`config.mk`:
```
export PLATFORM = sky130hd
export DESIGN_NAME = boot_loader_seq
export DESIGN_NICKNAME = d
export VERILOG_FILES = /design/src/rtl/boot_seq_pkg.sv /design/src/rtl/boot_count.sv /design/src/rtl/boot_step_clk.sv /design/src/rtl/boot_loader_seq.sv
export SDC_FILE = /design/constraint.sdc
export NUM_CORES = 1
export LEC_CHECK = 0
export ABC_AREA = 1
export BUFFER_PORTS_ARGS = -buffer_cell sky130_fd_sc_hd__buf_2
export CORE_MARGIN = 8
export CORE_UTILIZATION = 40
export CTS_BUF_LIST = sky130_fd_sc_hd__clkbuf_2
export DETAILED_ROUTE_END_ITERATION = 16
export PLACE_DENSITY = 0.7
export SYNTH_ARGS = -nofsm -noshare
export SYNTH_HDL_FRONTEND = slang
export SYNTH_SLANG_ARGS = --single-unit
```
`constraint.sdc`:
```
create_clock -name clk_i -period 1.7 [get_ports clk_i]
set_input_delay 0.34 -clock clk_i [delete_from_list [all_inputs] [get_ports clk_i]]
set_output_delay 0.34 -clock clk_i [all_outputs]
set_load 0.1 [all_outputs]
```
`src/rtl/boot_seq_pkg.sv`:
```
package boot_seq_pkg;

  typedef enum logic [3:0] {
    ST_IDLE,
    ST_RST_A,
    ST_ISOLATE,
    ST_FETCH,
    ST_GET,
    ST_WR_SETUP,
    ST_WR_LOW,
    ST_WR_HOLD,
    ST_NOP,
    ST_RST_B,
    ST_DONE,
    ST_FAULT
  } seq_state_e;

  function automatic int cnt_w(input int v);
    return (v < 2) ? 1 : $clog2(v + 1);
  endfunction

endpackage

```
`src/rtl/boot_count.sv`:
```
module boot_count #(
  parameter int W = 8
) (
  input  logic         clk_i,
  input  logic         rst_ni,
  input  logic         clr_i,
  input  logic         inc_i,
  output logic [W-1:0] cnt_o
);

  logic [W-1:0] cnt_q;

  always_ff @(posedge clk_i or negedge rst_ni) begin
    if (!rst_ni)    cnt_q <= '0;
    else if (clr_i) cnt_q <= '0;
    else if (inc_i) cnt_q <= cnt_q + W'(1);
  end

  assign cnt_o = cnt_q;

endmodule

```
`src/rtl/boot_step_clk.sv`:
```
module boot_step_clk #(
  parameter int HALF = 1
) (
  input  logic clk_i,
  input  logic rst_ni,
  input  logic req_i,
  output logic clk_o,
  output logic pulse_done_o
);

  localparam int HW = (HALF < 2) ? 1 : $clog2(HALF);

  logic          busy_q;
  logic          high_q;
  logic          done_q;
  logic [HW-1:0] cnt_q;

  // one-cycle gap after done_q lets the sequencer decide before the next pulse
  always_ff @(posedge clk_i or negedge rst_ni) begin
    if (!rst_ni) begin
      busy_q <= 1'b0;
      high_q <= 1'b0;
      done_q <= 1'b0;
      cnt_q  <= '0;
    end else begin
      done_q <= 1'b0;
      if (!busy_q) begin
        if (req_i && !done_q) begin
          busy_q <= 1'b1;
          high_q <= 1'b1;
          cnt_q  <= '0;
        end
      end else if (cnt_q == HW'(HALF - 1)) begin
        cnt_q <= '0;
        if (high_q) begin
          high_q <= 1'b0;
        end else begin
          busy_q <= 1'b0;
          done_q <= 1'b1;
        end
      end else begin
        cnt_q <= cnt_q + HW'(1);
      end
    end
  end

  assign clk_o        = high_q;
  assign pulse_done_o = done_q;

  assert_pulse_on_req_R2: assert property (@(posedge clk_i) disable iff (!rst_ni)
    $rose(high_q) |-> $past(req_i));

endmodule

```
`src/rtl/boot_loader_seq.sv`:
```
module boot_loader_seq
  import boot_seq_pkg::*;
#(
  parameter int MAX_LEN    = 8192,
  parameter int DW         = 8,
  parameter int RST_PULSES = 8,
  parameter int TIMEOUT    = 64,
  parameter int WE_CYC     = 2,
  parameter int HALF       = 1,
  localparam int LW        = cnt_w(MAX_LEN)
) (
  input  logic          clk_i,
  input  logic          rst_ni,
  input  logic          start_i,
  input  logic [LW-1:0] len_i,
  input  logic [DW-1:0] byte_i,
  input  logic          byte_valid_i,
  output logic          byte_ready_o,
  input  logic          cpu_rd_ni,
  output logic          cpu_rst_no,
  output logic          cpu_clk_o,
  output logic [DW-1:0] data_o,
  output logic          data_oe_o,
  output logic          ram_we_no,
  output logic          buf_iso_o,
  output logic          done_o,
  output logic          error_o
);

  localparam int CMAX0 = (RST_PULSES > TIMEOUT) ? RST_PULSES : TIMEOUT;
  localparam int CMAX  = (CMAX0 > WE_CYC) ? CMAX0 : WE_CYC;
  localparam int CW    = cnt_w(CMAX);

  seq_state_e    state_q, state_d;
  logic [LW-1:0] len_q;
  logic [DW-1:0] byte_q;
  logic [CW-1:0] pcnt;
  logic [LW-1:0] bcnt;
  logic          pulse_req, pulse_done;
  logic          start_ok, byte_take, byte_end, drive;

  boot_step_clk #(.HALF(HALF)) u_step (
    .clk_i        (clk_i),
    .rst_ni       (rst_ni),
    .req_i        (pulse_req),
    .clk_o        (cpu_clk_o),
    .pulse_done_o (pulse_done)
  );

  // pulses in reset/fetch/nop phases, cycles in the write-low phase
  boot_count #(.W(CW)) u_pcnt (
    .clk_i  (clk_i),
    .rst_ni (rst_ni),
    .clr_i  (state_q != state_d),
    .inc_i  (pulse_done || (state_q == ST_WR_LOW)),
    .cnt_o  (pcnt)
  );

  boot_count #(.W(LW)) u_bcnt (
    .clk_i  (clk_i),
    .rst_ni (rst_ni),
    .clr_i  (start_ok),
    .inc_i  (byte_end),
    .cnt_o  (bcnt)
  );

  assign start_ok  = start_i && (state_q inside {ST_IDLE, ST_DONE, ST_FAULT});
  assign byte_take = (state_q == ST_GET) && byte_valid_i;
  assign byte_end  = (state_q == ST_NOP) && pulse_done && cpu_rd_ni;

  always_comb begin
    state_d   = state_q;
    pulse_req = 1'b0;
    unique case (state_q)
      ST_IDLE, ST_DONE, ST_FAULT: if (start_i) state_d = ST_RST_A;
      ST_RST_A: begin
        pulse_req = 1'b1;
        if (pulse_done && pcnt == CW'(RST_PULSES - 1)) state_d = ST_ISOLATE;
      end
      ST_ISOLATE: state_d = (len_q == '0) ? ST_RST_B : ST_FETCH;
      ST_FETCH: begin
        pulse_req = 1'b1;
        if (pulse_done) begin
          if (!cpu_rd_ni)                      state_d = ST_GET;
          else if (pcnt == CW'(TIMEOUT - 1))   state_d = ST_FAULT;
        end
      end
      ST_GET:      if (byte_valid_i) state_d = ST_WR_SETUP;
      ST_WR_SETUP: state_d = ST_WR_LOW;
      ST_WR_LOW:   if (pcnt == CW'(WE_CYC - 1)) state_d = ST_WR_HOLD;
      ST_WR_HOLD:  state_d = ST_NOP;
      ST_NOP: begin
        pulse_req = 1'b1;
        if (byte_end) state_d = ((bcnt + LW'(1)) == len_q) ? ST_RST_B : ST_FETCH;
      end
      ST_RST_B: begin
        pulse_req = 1'b1;
        if (pulse_done && pcnt == CW'(RST_PULSES - 1)) state_d = ST_DONE;
      end
      default: state_d = ST_IDLE;
    endcase
  end

  always_ff @(posedge clk_i or negedge rst_ni) begin
    if (!rst_ni) begin
      state_q <= ST_IDLE;
      len_q   <= '0;
      byte_q  <= '0;
    end else begin
      state_q <= state_d;
      if (start_ok)  len_q  <= len_i;
      if (byte_take) byte_q <= byte_i;
    end
  end

  assign drive        = state_q inside {ST_WR_SETUP, ST_WR_LOW, ST_WR_HOLD, ST_NOP};
  assign cpu_rst_no   = !(state_q inside {ST_IDLE, ST_RST_A, ST_RST_B, ST_FAULT});
  assign buf_iso_o    = state_q inside {ST_ISOLATE, ST_FETCH, ST_GET, ST_WR_SETUP,
                                        ST_WR_LOW, ST_WR_HOLD, ST_NOP, ST_RST_B};
  assign data_o       = (state_q == ST_NOP) ? '0 : byte_q;
  assign data_oe_o    = drive && !cpu_rd_ni;
  assign ram_we_no    = (state_q != ST_WR_LOW);
  assign byte_ready_o = (state_q == ST_GET);
  assign done_o       = (state_q == ST_DONE);
  assign error_o      = (state_q == ST_FAULT);

  assert_ready_noclk_R6: assert property (@(posedge clk_i) disable iff (!rst_ni)
    byte_ready_o |-> !cpu_clk_o);

  assert_we_in_read_R3: assert property (@(posedge clk_i) disable iff (!rst_ni)
    !ram_we_no |-> (!cpu_rd_ni && !cpu_clk_o && buf_iso_o));

  assert_oe_isolated_R5: assert property (@(posedge clk_i) disable iff (!rst_ni)
    data_oe_o |-> buf_iso_o);

  assert_done_clean_R7: assert property (@(posedge clk_i) disable iff (!rst_ni)
    done_o |-> (!cpu_clk_o && ram_we_no));

  assert_fault_no_read_R8: assert property (@(posedge clk_i) disable iff (!rst_ni)
    $rose(error_o) |-> $past(cpu_rd_ni));

endmodule

```
== Yosys cells after proc, flatten, opt, wreduce, memory -nomap -nowiden ==
Index checks and enable logic that the tools add are counted.

* Memories kept: 0
* Register bits: 51
* Output and inout port bits: 16
* Logic and storage cells: 84
* Input port bits: 27
* ROM bits: 0
* Latch bits: 0
* Memory bits (writable): 0

* Multipliers: 0
* Shift operators: 0
* Equal/unequal tests: 18
* Divide/modulo/power cells: 0
* Muxes and demuxes: 31
* Reductions and logical operators: 23
* Bitwise logic cells: 0
* Order comparisons: 0
* Add/subtract/negate cells: 3

{| class="wikitable"
|+ Operators by type and width
! kind !! number
|-
| $mux W4 || 11
|-
| $pmux W4 S10 || 1
|-
| $mux W14 || 2
|-
| $eq A4 B3 Y1 const B || 4
|-
| $eq A4 B4 Y1 const B || 4
|-
| $add A14 B1 Y14 const B || 1
|-
| $eq A14 B14 Y1 || 1
|-
| $logic_not A14 Y1 || 1
|-
| $mux W1 || 14
|-
| $mux W7 || 2
|-
| $eq A4 B2 Y1 const B || 2
|-
| $mux W8 || 1
|-
| $reduce_bool A4 Y1 || 2
|-
| $reduce_bool A8 Y1 || 1
|-
| $add A7 B1 Y7 const B || 1
|-
| $eq A7 B1 Y1 const B || 1
|-
| $eq A7 B3 Y1 const B || 1
|-
| $eq A7 B6 Y1 const B || 1
|-
| $logic_and A1 B1 Y1 || 7
|-
| $reduce_bool A2 Y1 || 3
|-
| $eq A4 B1 Y1 const B || 1
|-
| $logic_not A4 Y1 || 1
|-
| $ne A4 B3 Y1 const B || 1
|-
| $ne A4 B4 Y1 || 1
|-
| other kinds (8) || 10
|}

== Logic depth before layout (Yosys ltp) ==
* Word-level depth: 7
* Depth in mapped cells: 17
* Mapped depth without buffers: 17

== Hierarchy ==
A second synthesis with hierarchy kept.

* Cell total of the unflattened synthesis: 488
* Area, all modules: 3280.6 µm²

{| class="wikitable"
|+ By module, submodules not included
! module !! area each (µm²) !! cells each !! instances !! sequential area each (µm²)
|-
| boot_loader_seq || 2018.2 || 328 || 1 || 650.6
|-
| boot_count (u_bcnt) || 785.8 || 105 || 1 || 350.3
|-
| boot_count (u_pcnt) || 370.4 || 45 || 1 || 175.2
|-
| boot_step_clk || 106.4 || 10 || 1 || 75.1
|}

== Worst setup path before layout ==
OpenSTA, ideal clock, no wires.

* Path kind: register to register
* Start: register state_q[1]
* End: register u_pcnt.cnt_q[1], in the netlist u_pcnt.cnt_o[1]
* Required time: 1.577 ns
* Arrival: 3.106 ns
* Buffers on the path: 0
* Cell stages (with the launch flop): 10
* Setup time: 0.123 ns
* Slack: -1.529 ns
* Period minus slack after synthesis: 3.229 ns
* Cells stage by stage: dfrtp_1 nor2_1 clkinv_2 nor2_1 nand2_1 nand4_4 xor2_1 nor2_2 nand3_4 nor2_2

* Elaborated cells on any way between the ends: 29
* Classes of those cells: eq/ne (12); mux (11); reduce/logical (6)

{| class="wikitable"
|+ RTL lines
! element !! line !! source
|-
| from (decl) || boot_loader_seq.sv:34 || <nowiki>seq_state_e state_q, state_d;</nowiki>
|-
| from (signal assigned) || boot_loader_seq.sv:110 || <nowiki>state_q <= state_d;</nowiki>
|-
| $eq A4 B3 Y1 * || - ||
|-
| via byte_ready_o || boot_loader_seq.sv:18 || <nowiki>output logic byte_ready_o,</nowiki>
|-
| $pmux W4 S10 * || boot_loader_seq.sv:74 || <nowiki>unique case (state_q)</nowiki>
|-
| via state_d[0] || boot_loader_seq.sv:34 ||
|-
| $ne A4 B4 Y1 * || boot_loader_seq.sv:54 || <nowiki>.clr_i (state_q != state_d),</nowiki>
|-
| $mux W7 or $reduce_bool A2 Y1 (tied branches) || - ||
|-
| to (signal assigned) || boot_count.sv:16 || <nowiki>else if (inc_i) cnt_q <= cnt_q + W'(1);</nowiki>
|-
| to (decl) || boot_count.sv:11 || <nowiki>logic [W-1:0] cnt_q;</nowiki>
|}

The timed path passes the listed nets; every way through them passes the cells marked *.
A chain may end at the register's enable or synchronous reset.

== Final worst setup path ==
* Start: register u_bcnt.cnt_q[0], in the netlist u_bcnt.cnt_o[0]
* End: register u_pcnt.cnt_q[0], in the netlist u_pcnt.cnt_o[0]

* Word-level cells in the longest chain between the ends: 7
* Elaborated cells on any way between the ends: 8
* Classes of those cells: add/sub (1); eq/ne (2); mux (4); reduce/logical (1)

{| class="wikitable"
|+ RTL lines
! element !! line !! source
|-
| from (decl) || boot_count.sv:11 ||
|-
| from (signal assigned) || boot_count.sv:16 ||
|-
| $add A14 B1 Y14 * || boot_loader_seq.sv:94 || <nowiki>if (byte_end) state_d = ((bcnt + LW'(1)) == len_q) ? ST_RST_B : ST_FETCH;</nowiki>
|-
| $eq A14 B14 Y1 * || boot_loader_seq.sv:94 ||
|-
| $mux W4 * (2 in series) || boot_loader_seq.sv:94 ||
|-
| $pmux W4 S10 * || boot_loader_seq.sv:74 ||
|-
| via state_d[3] || boot_loader_seq.sv:34 ||
|-
| $ne A4 B4 Y1 * || boot_loader_seq.sv:54 ||
|-
| $mux W7 or $reduce_bool A2 Y1 (tied branches) || - ||
|}

Marked as above.

==> results.py <==
metrics = {
    "power": {
        "power_mw": 6.74,
        "p_int_mw": 3.44,
        "swShare": 0.490,
        "leakagePower_nw": 2.36,
        "combPwrFrac": 0.674,
        "p_switching_mw": 3.30,
        "seq_power_share": 0.257,
        "power_density_nw_per_um2": 1380,
        "clkPwrFrac": 0.069,
        "vdd_drop_max_mv": 1.05,
    },
    "die": {
        "fp-row-count": 31,
        "die_height_um": 103,
        "core_um2": 7250,
        "ioPinCount": 43,
        "die-area_um2": 10600,
        "die_x_um": 103,
        "start_util": 0.415,
    },
    "synthesis": {
        "yosys-top-cells-area": "dfrtp_1, nand2_1, nor2_1",
        "synth.most_common_cell": "nand2_1",
        "syn_area_per_cell_um2": 7.45,
        "async_flop_share": 1.00,
        "ys_top_cells_by_count": "nand2_1, nor2_1, inv_1",
        "synth_seq_cells": 50,
        "synth_edf_count": 0,
        "synth_top_area_frac": 0.416,
        "syn_nets": 434,
        "synth-main-ff-cell": "dfrtp_1",
        "ys_types": 37,
        "yosysTopAreaCell": "dfrtp_1",
        "ys_seq_area_frac": 0.416,
        "netlist_area_um2": 3010,
        "synthCells": 404,
        "ys_warn_count": 0,
    },
    "grt": {
        "first_global_vias": 3239,
        "overflow": 0,
        "antenna_found_initial": 0,
        "grt_max_degree": 51,
        "grt_pass1_wl_mm": 14.8,
        "grt.total_usage": 0.176,
    },
    "clocking": {
        "root_buffer": "clkbuf_2",
        "htree_levels": 2,
        "cts_num_sinks": 50,
        "clk_latency_ns": 0.41,
        "clk_pin_slew_ns": 0.26,
        "cts_tree": "built",
        "cts_buffer_depth": 2,
        "numCtsBuffers": 5,
    },
    "timing": {
        "period_share": 1.28,
        "rsz0062_at_grt": "true",
        "relSlewSlack": 0.660,
        "finalHoldViolCount": 0,
        "tns_ns": -9.08,
        "tightestPinTransition_ns": 0.505,
        "whs_ns": 0.147,
        "setup_viol": 26,
        "max_freq_mhz": 461,
        "fin_crit_ns": 2.17,
        "drv_slew": 0,
        "fin_skew_ns": 0.0304,
        "fin_ws_ns": -0.470,
    },
    "detailed_routing": {
        "drc": 0,
        "routed_via_density": 5.02,
        "ant_nets": 0,
        "routed_wl_mm": 9.60,
        "wire_per_inst_um": 14.7,
        "drtIter0Drc": 260,
        "via_count": 3269,
        "first_pass_iters": 4,
    },
    "job": {
        "max_cap_violations": 0,
    },
    "setup_path": {
        "worstSetupStartpointType": "register",
        "worstPathArrival_ns": 2.49,
        "end_kind": "register",
        "crit_required_ns": 2.02,
        "cp_max_fo": 7,
        "crit_type": "reg -> reg",
    },
    "finish": {
        "area_growth_pct": 62.6,
        "diodes": 0,
        "fin_nets": 582,
        "final_area_um2": 4890,
        "post_route_cells_drive_above_1_share": 0.475,
    },
    "place": {
        "gp_congestion": 0.898,
        "dp.final_hpwl_mm": 6.56,
        "place_ws_ns": -0.416,
        "port_buffers": 42,
        "post_dp_cell_area_um2": 4250,
    },
    "outcome": {
        "violations": "negative setup slack",
        "outcome": "finished, violations left",
    },
    "min_path": {
        "hold_path.class": "in -> reg",
    },
}
## worst paths after layout
check / start / end / slack [ns] / depth (start not counted)
hold reg to reg: u_step.busy_q / u_step.clk_o / 0.46 / 1
min in group asynchronous: rst_ni / u_bcnt.cnt_o[7] / 0.42 / 3
setup / recovery: u_bcnt.cnt_o[0] / u_pcnt.cnt_o[0] / -0.47 / 17
hold / removal: len_i[6] / len_q[6] / 0.15 / 3
setup reg to reg: u_bcnt.cnt_o[0] / u_pcnt.cnt_o[0] / -0.47 / 17
max in group asynchronous: rst_ni / state_q[3] / 1.01 / 3
## cells in the final DEF (no fill, tap or decap), types with 9 or more instances in the layout
cell / netlist / final
buf_12: 0 / 18
buf_2: 0 / 27
nor2_2: 11 / 15
nand3_2: 1 / 14
a21oi_1: 26 / 24
buf_4: 1 / 78
nand3_1: 41 / 28
nand2_1: 76 / 67
dfrtp_1: 50 / 47
inv_2: 7 / 9
nor2_1: 60 / 40
nor2_4: 4 / 20
buf_6: 0 / 19
inv_1: 52 / 48
nand2_2: 5 / 11
## repair_timing
item	in CTS	in global routing
setup buffers	11	9
setup endpoints to repair	26	59
pin swaps	19	23
hold endpoints to repair	50	0
gates cloned	1	0
gates resized for setup	50	63
hold buffers	1	0
## layout make-up
type / instances / area (um2)
Timing Repair Buffer: 146 / 1370
Inverter: 63 / 249
Clock buffer: 7 / 35.0
Tap cell: 99 / 124
Sequential cell: 50 / 1250
Multi-Input combinational cell: 286 / 1860
Fill cell: 524 / 2360
## power by group through the flow
stage | clock (mW) | sequential (mW) | combinational, mW
after floorplan | 0 | 1.78 | 2.42
after global placement | 0 | 1.74 | 3.88
after detailed placement | 0 | 1.75 | 3.94
after CTS | 0.495 | 1.72 | 4.27
after global routing | 0.529 | 1.76 | 4.83
final | 0.466 | 1.73 | 4.54
## worst max-delay path: stages (launching register included)
cell and delay [ns]:
dfrtp_1 0.48, buf_6 0.14, nand2_4 0.05, nor2_4 0.18, buf_6 0.13, nand3_2 0.08
nand3_2 0.07, nand2_1 0.06, nor2_1 0.10, nand2_1 0.07, nor2_2 0.15, nand3_2 0.09
nand2_2 0.08, nand2_2 0.07, nand2_2 0.08, nand2_2 0.07, nand3_4 0.12, nor2_2 0.04
## registers in the layout, indices dropped and copies added, names as in the netlist
signal,flops
byte_q,8
u_pcnt.cnt_o,7
len_q,14
u_bcnt.cnt_o,14
u_step.pulse_done_o,1
u_step.clk_o,1
state_q,4
u_step.busy_q,1
## cell families after synthesis
family / after synthesis / synth area share
AND/OR/NAND/NOR: 216 / 0.343
buffers and inverters: 68 / 0.0878
AO/OA/AOI/OAI: 55 / 0.104
flip-flops: 50 / 0.416
XOR/XNOR: 10 / 0.0291
adder cells (fa/ha/maj): 3 / 0.0125
multiplexers: 2 / 0.00749
## per-stage QoR
step | utilization | cells
final | 0.674 | 651
after global routing | 0.674 | 651
after CTS | 0.633 | 643
after detailed placement | 0.586 | 623
after global placement | 0.586 | 623
after floorplan | - | 404
## per-layer routing
| layer | up-vias | share of wire | track usage | wire (um) |
|---|---|---|---|---|
| met1 | 1562 | 0.43 | 0.220 | 4100 |
| met4 | 0 | 0.021 | 0.0632 | 197 |
| met5 | - | 0 | 0 | 0 |
| met3 | 18 | 0.049 | 0.0236 | 467 |
| met2 | 87 | 0.50 | 0.302 | 4830 |
| li1 | 1602 | - | - | - |
Note: power is estimated with default switching activity, not from simulation.
